### src/rtl/pps_rtc_pkg.sv
// Shared register addresses and bit positions for the PPS / time-of-day block.
package pps_rtc_pkg;
    localparam int REG_AW = 3;

    typedef enum logic [REG_AW-1:0] {
        A_CTRL      = 3'd0,
        A_XSYNC     = 3'd1,
        A_CYC       = 3'd2,
        A_SECLO     = 3'd3,
        A_SECHI     = 3'd4,
        A_STG_CYC   = 3'd5,
        A_STG_SECLO = 3'd6,
        A_STG_SECHI = 3'd7
    } reg_addr_e;

    // control word bits
    localparam int CB_CLR    = 0;
    localparam int CB_RUN    = 1;
    localparam int CB_ADJ    = 2;
    localparam int CB_LOAD   = 3;
    localparam int CB_PW_LSB = 4;
    localparam int PW_W      = 32 - CB_PW_LSB;

    // external-sync word bits
    localparam int XB_ARM  = 0;
    localparam int XB_PPSV = 1;
    localparam int XB_TCV  = 2;
endpackage

### src/rtl/pps_rtc_regs.sv
// Register file: decodes single-cycle writes, holds control and staged values,
// and muxes readback. Assumes SEC_W lies between 33 and 64.
module pps_rtc_regs
    import pps_rtc_pkg::*;
#(
    parameter int CYC_W = 28,
    parameter int SEC_W = 40
) (
    input  logic                 clk,
    input  logic                 rst_n,
    input  logic                 wr_en,
    input  logic [REG_AW-1:0]    addr,
    input  logic [31:0]          wdata,
    output logic [31:0]          rdata,
    input  logic [CYC_W-1:0]     cyc,
    input  logic [SEC_W-1:0]     sec,
    input  logic                 sync_done,
    output logic                 run,
    output logic [PW_W-1:0]      width,
    output logic [CYC_W-1:0]     stg_cyc,
    output logic [SEC_W-1:0]     stg_sec,
    output logic                 clr_stb,
    output logic                 load_stb,
    output logic                 adj_busy,
    output logic                 arm_stb,
    output logic                 pps_valid,
    output logic                 tc_valid
);
    localparam int HI_W = SEC_W - 32;

    logic ctrl_wr, xs_wr;

    // address decode of the write strobe
    assign ctrl_wr  = wr_en && (addr == A_CTRL);
    assign xs_wr    = wr_en && (addr == A_XSYNC);
    assign clr_stb  = ctrl_wr && wdata[CB_CLR];
    assign load_stb = ctrl_wr && wdata[CB_LOAD];
    assign arm_stb  = xs_wr && wdata[XB_ARM];

    // control and flag registers
    always_ff @(posedge clk) begin
        if (!rst_n) begin
            run       <= 1'b0;
            width     <= '0;
            adj_busy  <= 1'b0;
            pps_valid <= 1'b0;
            tc_valid  <= 1'b0;
        end else begin
            adj_busy <= ctrl_wr && wdata[CB_ADJ];
            if (ctrl_wr) begin
                run   <= wdata[CB_RUN];
                width <= wdata[31:CB_PW_LSB];
            end
            if (xs_wr) begin
                pps_valid <= wdata[XB_PPSV];
                tc_valid  <= wdata[XB_TCV];
            end
        end
    end

    // staged time values used by load and adjust
    always_ff @(posedge clk) begin
        if (!rst_n) begin
            stg_cyc <= '0;
            stg_sec <= '0;
        end else if (wr_en) begin
            case (addr)
                A_STG_CYC:   stg_cyc            <= wdata[CYC_W-1:0];
                A_STG_SECLO: stg_sec[31:0]      <= wdata;
                A_STG_SECHI: stg_sec[SEC_W-1:32] <= wdata[HI_W-1:0];
                default: ;
            endcase
        end
    end

    // readback mux
    always_comb begin
        case (addr)
            A_CTRL:      rdata = {width, 1'b0, adj_busy, run, 1'b0};
            A_XSYNC:     rdata = {29'd0, tc_valid, pps_valid, sync_done};
            A_CYC:       rdata = 32'(cyc);
            A_SECLO:     rdata = sec[31:0];
            A_SECHI:     rdata = 32'(sec[SEC_W-1:32]);
            A_STG_CYC:   rdata = 32'(stg_cyc);
            A_STG_SECLO: rdata = stg_sec[31:0];
            A_STG_SECHI: rdata = 32'(stg_sec[SEC_W-1:32]);
            default:     rdata = '0;
        endcase
    end
endmodule

### src/rtl/pps_rtc_count.sv
// Time-of-day counters. Priority per edge: clear, load, adjust, realign, tick.
// Assumes the staged cycle value is below CYC_PER_SEC.
module pps_rtc_count #(
    parameter int CYC_W       = 28,
    parameter int SEC_W       = 40,
    parameter int CYC_PER_SEC = 125_000_000
) (
    input  logic             clk,
    input  logic             rst_n,
    input  logic             run,
    input  logic             clr_stb,
    input  logic             load_stb,
    input  logic             adj_go,
    input  logic             realign,
    input  logic [CYC_W-1:0] stg_cyc,
    input  logic [SEC_W-1:0] stg_sec,
    output logic [CYC_W-1:0] cyc,
    output logic [SEC_W-1:0] sec,
    output logic             wrap
);
    localparam logic [CYC_W-1:0] LAST  = CYC_W'(CYC_PER_SEC - 1);
    localparam logic [CYC_W:0]   LIM_X = (CYC_W+1)'(CYC_PER_SEC);

    logic [CYC_W:0]   sum_x;
    logic             carry;
    logic [CYC_W-1:0] adj_cyc;
    logic [SEC_W-1:0] adj_sec;

    // adjust arithmetic with cycle-to-second carry
    always_comb begin
        sum_x   = {1'b0, cyc} + {1'b0, stg_cyc};
        carry   = (sum_x >= LIM_X);
        adj_cyc = carry ? CYC_W'(sum_x - LIM_X) : sum_x[CYC_W-1:0];
        adj_sec = sec + stg_sec + SEC_W'(carry);
    end

    // natural rollover: only when nothing of higher priority acts
    assign wrap = run && !clr_stb && !load_stb && !adj_go && !realign && (cyc == LAST);

    // counter update
    always_ff @(posedge clk) begin
        if (!rst_n || clr_stb) begin
            cyc <= '0;
            sec <= '0;
        end else if (load_stb) begin
            cyc <= stg_cyc;
            sec <= stg_sec;
        end else if (adj_go) begin
            cyc <= adj_cyc;
            sec <= adj_sec;
        end else if (realign) begin
            cyc <= '0;
        end else if (wrap) begin
            cyc <= '0;
            sec <= sec + 1'b1;
        end else if (run) begin
            cyc <= cyc + 1'b1;
        end
    end
endmodule

### src/rtl/pps_rtc_pulse.sv
// Pulse stretcher: loads the width on a rollover and stays high while it counts down.
module pps_rtc_pulse #(
    parameter int PW_W = 28
) (
    input  logic            clk,
    input  logic            rst_n,
    input  logic            wrap,
    input  logic [PW_W-1:0] width,
    output logic            pps
);
    logic [PW_W-1:0] remain;

    // remaining high cycles of the current pulse
    always_ff @(posedge clk) begin
        if (!rst_n)          remain <= '0;
        else if (wrap)       remain <= width;
        else if (remain != 0) remain <= remain - 1'b1;
    end

    assign pps = (remain != 0);
endmodule

### src/rtl/pps_rtc_xsync.sv
// External pulse capture: two-flop synchroniser, rising-edge detect and arm/done state.
// Assumes ext_in is asynchronous to clk.
module pps_rtc_xsync (
    input  logic clk,
    input  logic rst_n,
    input  logic ext_in,
    input  logic arm_stb,
    output logic realign,
    output logic done
);
    logic meta, sync, prev, armed;

    // synchroniser and edge history
    always_ff @(posedge clk) begin
        if (!rst_n) begin
            meta <= 1'b0;
            sync <= 1'b0;
            prev <= 1'b0;
        end else begin
            meta <= ext_in;
            sync <= meta;
            prev <= sync;
        end
    end

    assign realign = armed && sync && !prev;

    // arm on request, finish on the first captured edge
    always_ff @(posedge clk) begin
        if (!rst_n) begin
            armed <= 1'b0;
            done  <= 1'b0;
        end else if (arm_stb) begin
            armed <= 1'b1;
            done  <= 1'b0;
        end else if (realign) begin
            armed <= 1'b0;
            done  <= 1'b1;
        end
    end
endmodule

### src/rtl/pps_rtc_core.sv
// Top level: PPS generator and time-of-day clock in one reference-clock domain.
// Assumes register writes arrive synchronous to clk.
module pps_rtc_core
    import pps_rtc_pkg::*;
#(
    parameter int CYC_W       = 28,
    parameter int SEC_W       = 40,
    parameter int CYC_PER_SEC = 125_000_000
) (
    input  logic              clk,
    input  logic              rst_n,
    input  logic              reg_wr_en,
    input  logic [2:0]        reg_addr,
    input  logic [31:0]       reg_wdata,
    output logic [31:0]       reg_rdata,
    input  logic              ext_pps_in,
    output logic              pps_o,
    output logic              pps_valid_o,
    output logic [SEC_W-1:0]  tc_sec_o,
    output logic [CYC_W-1:0]  tc_cyc_o,
    output logic              tc_valid_o
);
    logic             run, clr_stb, load_stb, adj_busy, arm_stb;
    logic             realign, sync_done, wrap;
    logic [PW_W-1:0]  width;
    logic [CYC_W-1:0] stg_cyc, cyc;
    logic [SEC_W-1:0] stg_sec, sec;

    pps_rtc_regs #(.CYC_W(CYC_W), .SEC_W(SEC_W)) u_regs (
        .clk(clk), .rst_n(rst_n), .wr_en(reg_wr_en), .addr(reg_addr),
        .wdata(reg_wdata), .rdata(reg_rdata), .cyc(cyc), .sec(sec),
        .sync_done(sync_done), .run(run), .width(width), .stg_cyc(stg_cyc),
        .stg_sec(stg_sec), .clr_stb(clr_stb), .load_stb(load_stb),
        .adj_busy(adj_busy), .arm_stb(arm_stb), .pps_valid(pps_valid_o),
        .tc_valid(tc_valid_o)
    );

    pps_rtc_count #(.CYC_W(CYC_W), .SEC_W(SEC_W), .CYC_PER_SEC(CYC_PER_SEC)) u_count (
        .clk(clk), .rst_n(rst_n), .run(run), .clr_stb(clr_stb),
        .load_stb(load_stb), .adj_go(adj_busy), .realign(realign),
        .stg_cyc(stg_cyc), .stg_sec(stg_sec), .cyc(cyc), .sec(sec), .wrap(wrap)
    );

    pps_rtc_pulse #(.PW_W(PW_W)) u_pulse (
        .clk(clk), .rst_n(rst_n), .wrap(wrap), .width(width), .pps(pps_o)
    );

    pps_rtc_xsync u_xsync (
        .clk(clk), .rst_n(rst_n), .ext_in(ext_pps_in), .arm_stb(arm_stb),
        .realign(realign), .done(sync_done)
    );

    assign tc_sec_o = sec;
    assign tc_cyc_o = cyc;
endmodule

### config.mk
export PLATFORM = sky130hd
export DESIGN_NAME = pps_rtc_core
export DESIGN_NICKNAME = d
export VERILOG_FILES = /design/src/rtl/pps_rtc_pkg.sv /design/src/rtl/pps_rtc_regs.sv /design/src/rtl/pps_rtc_count.sv /design/src/rtl/pps_rtc_pulse.sv /design/src/rtl/pps_rtc_xsync.sv /design/src/rtl/pps_rtc_core.sv
export SDC_FILE = /design/constraint.sdc
export NUM_CORES = 1
export LEC_CHECK = 0
export BUFFER_PORTS_ARGS = -buffer_cell sky130_fd_sc_hd__buf_2
export CAP_MARGIN = 30
export CORE_MARGIN = 5
export CORE_UTILIZATION = 56
export CTS_CLUSTER_DIAMETER = 60
export CTS_CLUSTER_SIZE = 25
export DETAILED_ROUTE_END_ITERATION = 8
export PLACE_DENSITY = 0.76
export SYNTH_ARGS = -nofsm -noshare
export SYNTH_HDL_FRONTEND = slang
export SYNTH_SLANG_ARGS = --single-unit
### constraint.sdc
create_clock -name clk -period 6.3 [get_ports clk]
set_input_delay 1.26 -clock clk [delete_from_list [all_inputs] [get_ports clk]]
set_output_delay 1.26 -clock clk [all_outputs]
set_load 0.01 [all_outputs]
==> qor.yml, run 1 <==
core-area_um2: 27900
maxSlewViolCount: 0
die_h_um: 178
routed_via_density: 6.63
cts_max_level: 1
cp-start-kind: "flop"
cts_buffer_depth: 3
synth_area_leader_cell: "dfxtp_1"
ir_worst_vdd_mv: 0.254
cp.required_ps: 6770
finalWeightedCongestion: 1.00
grt_pass1_wl_um: 91300
synth.most_common_cell: "nand2_1"
synth_edf_count: 0
slowest_stage: "a2111o_1"
drc_errors: 0
drt-initial-drc-count: 2178
grt_max_degree: 68
fillers: 2474
wl_per_cell_um: 22.7
dpl.hpwl_um: 43800
status: "complete, no violations"
die-area_um2: 31800
cts_root_buf: "clkbuf_16"
clock-sinks: 201
vias: 17500
maxCapViolations: 0
min_period_ps: 6050
grt_overflow: 0
ios: 142
cts_tree: "done"
maxSlewHeadroom_pct: 35.7
die_w_um: 178
layout-drive-gt1-share_pct: 16.5
nNetsFinal: 2354
rr_worst_depth: 29
power_density_nw_per_um2: 215
syn_inst: 2099
yosys-top-cells-area: "dfxtp_1, nand2_1, a21oi_1"
min_to: "u_xsync.sync$_SDFF_PN0_"
r2r_setup_slack_ps: 250
max_freq_ghz: 0.165
yosysTopAreaCellShare_pct: 25.4
endpoint_kind: "flop"
power_leakage_nw: 7.55
routed_wl_um: 59700
total_power_mw: 3.93
firstDrtPassIters: 5
place_area_um2: 17400
finalSetupViolCount: 0
cts_hold_buf: 0
cpPeakStageDelay_ps: 490
hold_class: "flop to flop"
hold_viol_final: 0
numCtsBuffers: 21
hp-start: "u_xsync.meta$_SDFF_PN0_"
ys_types: 95
synthArstFlopShare_pct: 0
io_buffers: 141
avgSynthCellArea_um2: 7.55
syn_nets: 2212
post-route-period-util_pct: 96.0
tightest_slew_ps: 962
r2r-end: "u_count.sec[38]$_SDFFE_PP0P_"
areaGrowthSynthToFinish_pct: 15.3
crit_path_frequent_cell: "a21oi_2"
crit_path_max_fanout: 4
syn_area_um2: 15900
stdcell_area_um2: 18300
insertion_delay_ps: 540
r2r-start: "u_count.cyc[5]$_SDFFE_PP0P_"
rows: 61
ant_nets: 0
netlist_top_cells_count: "nand2_1, dfxtp_1, a21oi_1, nor2_1, clkbuf_1"
yosys_register_bits: 201
clkTransAtPathRegs_ps: 80
synth_warnings: 0
crit_arrival_ps: 6520
ys.flop_type: "dfxtp_1"
start_util_pct: 56.9
yosysSeqAreaShare_pct: 25.4
min_path_cells: 1
worstSetupPathType: "flop to flop"
grt_use_total_pct: 36.2
grt_pass1_vias: 16300
layout_setup_ws_ps: 251
grt_antenna_before_repair: 1
dp_slack_ps: -275
fin_skew_ps: 25.2
sequential cells by signal, summed over array words and instances (netlist names), 28 cells and up:
name and flops:
u_pulse.remain 28, u_regs.stg_sec 40, u_count.cyc 28, u_count.sec 40
u_regs.stg_cyc 28, u_regs.width 28
cell type report:
class | instances | area (um2) | area share, %
timing repair buffer | 253 | 1560 | 8.54
clock inverter | 16 | 239 | 1.31
antenna | 1 | 2.50 | 0.0137
multi-input combinational | 1732 | 11300 | 62.0
clock buffer | 22 | 529 | 2.90
inverter | 32 | 123 | 0.671
tap | 378 | 473 | 2.59
sequential | 201 | 4030 | 22.0
worst max-delay path, delay by kind of cell (launching register included):
family	cells	cell delay, ps
flops	1	320
buf+inv	3	400
fa+ha+maj	4	890
compound gates	16	3110
simple gates	6	1280
metrics by stage:
stage | hold slack (ps) | setup TNS (ps) | util, % | cells
finish | 452 | 0 | 65.6 | 2635
global route | 478 | -221 | 65.6 | 2634
CTS | 453 | 0 | 65.3 | 2631
detailed placement | 437 | -2040 | 62.3 | 2593
global placement | 413 | -328 | 62.3 | 2592
floorplan | 412 | 0 | - | 2099
metal layers:
metal  wire length, um  vias up  track usage (%)
li1                  -     8009                -
met1             24200     8248             48.5
met2             26500     1024             57.9
met3              6340      192             6.27
met4              2740        2             15.0
met5                 7        -                0
cell usage in the layout, fill, tap and decap left out, types with 10 or more instances in the layout:
cell type    n
and2_1      20
o221ai_1    20
dfxtp_1    199
and4_1      10
a31oi_1     12
o211ai_1    25
and3_1      26
a21oi_1    173
inv_1       30
a221oi_1    28
o21a_1      13
buf_2      140
mux2i_1     18
a22oi_1     18
xnor2_1     77
nand3_1     67
nor4_1      10
ha_1        68
nand2_1    313
a21boi_0    99
buf_4      112
clkbuf_16   21
nor2b_1     27
a211oi_1    53
mux2_2      15
or3_1       17
a21o_1      46
o21ai_0     97
nand4_1     23
o211a_1     18
nand2b_1    10
nor3_1      64
nor2_1     142
xor2_1      53
what timing repair did:
| action | CTS | global route |
|---|---|---|
| resized for setup | 14 | 20 |
| setup endpoints to repair | 13 | 22 |
| setup buffers | 0 | 3 |
| pin swaps | 11 | 15 |
kinds of logic (layout without fill, tap and decap cells):
kind of cell | after synthesis | after routing | synth area share [%]
and+or+nand+nor | 781 | 781 | 23.2
other | 0 | 1 | 0
muxes | 42 | 42 | 3.43
xor gates and xnor gates | 131 | 131 | 7.24
AOI/OAI and AO/OA | 704 | 704 | 30.6
adders and majority gates | 74 | 74 | 5.98
buffers and inverters | 166 | 323 | 4.19
DFF | 201 | 201 | 25.4
power by group:
part	total, mW	internal, mW	switching, mW
combinational	1.03	0.432	0.593
clock	1.41	0.774	0.641
sequential	1.49	1.38	0.113
how the worst max path moves through the flow:
stage,to,cells past startpoint,from
floorplan,u_count.sec[30]$_SDFFE_PP0P_,26,u_count.cyc[0]$_SDFFE_PP0P_
global placement,u_count.sec[30]$_SDFFE_PP0P_,28,u_count.cyc[0]$_SDFFE_PP0P_
detailed placement,u_count.sec[30]$_SDFFE_PP0P_,28,u_count.cyc[0]$_SDFFE_PP0P_
CTS,u_count.sec[20]$_SDFFE_PP0P_,30,u_count.cyc[0]$_SDFFE_PP0P_
global route,u_count.sec[20]$_SDFFE_PP0P_,30,u_count.cyc[0]$_SDFFE_PP0P_
finish,u_count.sec[38]$_SDFFE_PP0P_,29,u_count.cyc[5]$_SDFFE_PP0P_
(Power assumes the default switching activity.)
==> run 2, diff against run 1 <==
--- a/config.mk
+++ b/config.mk
@@ -7,12 +7,13 @@
 export LEC_CHECK = 0
 export BUFFER_PORTS_ARGS = -buffer_cell sky130_fd_sc_hd__buf_2
 export CAP_MARGIN = 30
-export CORE_MARGIN = 5
+export CORE_MARGIN = 2
 export CORE_UTILIZATION = 56
 export CTS_CLUSTER_DIAMETER = 60
 export CTS_CLUSTER_SIZE = 25
 export DETAILED_ROUTE_END_ITERATION = 8
 export PLACE_DENSITY = 0.76
+export RECOVER_POWER = 50
 export SYNTH_ARGS = -nofsm -noshare
 export SYNTH_HDL_FRONTEND = slang
 export SYNTH_SLANG_ARGS = --single-unit
==> run 2 against run 1 <==
  * The run now ends with max-capacitance violations, max-slew violations left
  * Combinational power barely moved
  * Register-to-register slack improved by 70 ps
  * Die area decreased by 6.6%
  * Worst hold slack lost 4.8 ps
  * Non-clock buffer count is 5 lower
  * Clock skew down 10 ps
  * Critical endpoint is now reg_rdata[4]
  * Highest routed layer unchanged
==> qor.yml, run 2 (same netlist as run 1, synthesis figures left out) <==
status: "finished, violations left"
violations: "max-capacitance violations, max-slew violations"
endpoint_kind: "output port"
crit_path_max_fanout: 36  # +32
r2r-end: "u_count.sec[20]$_SDFFE_PP0P_"
cts_buffer_depth: 3  # unchanged
start_util_pct: 56.9  # unchanged
swShare_pct: 34.4  # +0.15 points
power_leakage_nw: 7.21  # -4.5%
drt-initial-drc-count: 2146  # -1.5%
nNetsFinal: 2351  # -0.13%
grt_pass1_wl_um: 90500  # -0.80%
dpl.hpwl_um: 43500  # -0.76%
power.share.clock_pct: 36.6  # +0.6 points
min_period_ps: 6110  # +63.3 ps
slowest_stage: "clkbuf_1"
cp-start-kind: "input pin"
grt_pass1_vias: 15800  # -2.8%
routed_via_density: 6.67  # +0.60%
min_path_cells: 1  # unchanged
grt_antenna_before_repair: 1  # unchanged
seq_power_share_pct: 37.6  # -0.3 points
io_buffers: 141  # unchanged
grt_max_degree: 89  # +31%
p_switching_mw: 1.37  # +1.3%
layout-drive-gt1-share_pct: 12.8  # -3.8 points
crit_arrival_ps: 4850  # -1670 ps
top_regs: "u_count.sec (40), u_regs.stg_sec (40)"
post-route-period-util_pct: 97.0  # +1.0 points
wl_per_cell_um: 22.8  # +0.67%
hp-start: "u_xsync.meta$_SDFF_PN0_"
cts_max_level: 1  # unchanged
crit_path_frequent_cell: "a21oi_1"
cts_root_buf: "clkbuf_16"
ios: 142  # unchanged
firstDrtPassIters: 6  # +1
r2r_setup_slack_ps: 320  # +70 ps
hold_class: "flop to flop"
cts_tree: "done"
power_density_nw_per_um2: 219  # +2.1%
ant_nets: 0  # unchanged
die-area_um2: 29700  # -6.6%
place_area_um2: 17300  # -0.38%
stdcell_area_um2: 18100  # -1.2%
min_to: "u_xsync.sync$_SDFF_PN0_"
grt_overflow: 0  # unchanged
rsz0062_at_grt: "no"
core-area_um2: 27900  # unchanged
total_power_mw: 3.97  # +0.90%
finalSetupViolCount: 0  # unchanged
maxCapViolations: 6  # +6
routed_wl_um: 60000  # +0.56%
rows: 61  # unchanged
die_h_um: 172  # -3.4%
internal_power_mw: 2.60  # +0.67%
maxSlewHeadroom_pct: -121  # -160 points
cp.required_ps: 5040  # -1730 ps
dp_cells: 2586  # -0.27%
finalWeightedCongestion: 0.972  # -2.8%
crit_start: "reg_addr[2]"
clock-sinks: 201  # unchanged
worstSetupPathType: "input pin to output port"
diodes: 0  # -1
clkTransAtPathRegs_ps: 70  # about the same
areaGrowthSynthToFinish_pct: 14.0
fillers: 2536  # +2.5%
layout_common_cells: "nand2_1, dfxtp_1, a21oi_1"
cts_hold_buf: 0  # unchanged
drc_errors: 0  # unchanged
layout_commonest_cell: "nand2_1"
maxSlewViolCount: 269  # +269
hold_viol_final: 0  # unchanged
path_cells: "clkbuf_1, clkbuf_1, a21oi_1, a21oi_1, o21ai_0, a21oi_1, a21oi_1, buf_2"
power_frac_comb_pct: 25.8  # -0.3 points
rr_worst_depth: 29  # unchanged
cpPeakStageDelay_ps: 1310  # +820 ps
ir_worst_vdd_mv: 0.225  # -11%
die_w_um: 172  # -3.4%
grt_use_total_pct: 39.4  # +3.2 points
numCtsBuffers: 23  # +9.5%
r2r-start: "u_count.cyc[0]$_SDFFE_PP0P_"
vias: 17600  # +0.48%
fin_skew_ps: 14.7  # -10.5 ps
post-route-util_pct: 64.9  # -0.76 points
final_cells: 2632  # -0.11%
insertion_delay_ps: 540  # about the same
tightest_slew_ps: 3310  # +2350 ps
max_freq_ghz: 0.164  # -1.0%
run 2: changes by cell type in the layout (fill, tap and decap cells not counted), sizes merged:
cell	previous run	this run
bufinv	3	2
diode	1	0
buf	253	172
clkbuf	22	102
inv	39	41
clkinv	6	4
run 2: timing repair:
item                       4_1_cts  5_1_grt
gates resized for setup          4       22
setup buffers                    1        4
cloned                           0        0
pin swaps                        4       15
setup endpoints to repair       12       24
run 2: worst max path at each step:
stage,endpoint,slack [ps]
after floorplan,u_count.sec[30]$_SDFFE_PP0P_,30
after global placement,u_count.sec[30]$_SDFFE_PP0P_,6
after detailed placement,u_count.sec[30]$_SDFFE_PP0P_,-220
after CTS,u_count.sec[36]$_SDFFE_PP0P_,7
after global routing,u_count.sec[33]$_SDFFE_PP0P_,6
final,reg_rdata[4],190
run 2: area by class of cell:
cell class / instances / area, um2 / area share, %
Tap cell: 378 / 473 / 2.62
Sequential cell: 201 / 4030 / 22.3
Clock inverter: 15 / 193 / 1.07
Clock buffer: 26 / 597 / 3.30
Multi-Input combinational cell: 1732 / 11300 / 62.6
Inverter: 32 / 123 / 0.679
Timing Repair Buffer: 248 / 1340 / 7.42
run 2: power by group through the flow:
stage,sequential (mW),clock (mW),combinational [mW]
2_1_floorplan,1.49,0,0.733
3_3_place_gp,1.51,0,0.961
3_5_place_dp,1.51,0,0.986
4_1_cts,1.49,1.44,1.00
5_1_grt,1.50,1.50,1.12
6_report,1.49,1.45,1.02
run 2: per-layer routing:
| metal | part of all wire [%] | GRT usage (%) |
|---|---|---|
| met1 | 41 | 53.5 |
| met2 | 44 | 61.6 |
| met3 | 10 | 5.65 |
| met4 | 5.2 | 18.9 |
| met5 | 0.023 | 0 |
run 2: per-stage QoR:
stage	hold WS (ps)	setup TNS (ps)	setup WS (ps)
final	448	0	187
after global routing	464	0	5.57
after CTS	443	0	7.30
after detailed placement	425	-1220	-225
after global placement	419	0	5.93
after floorplan	412	0	34.3
run 2: worst max-delay path, delay by kind of cell:
kind	cells	cell delay, ps
buf+inv	3	2650
compound gates	5	930
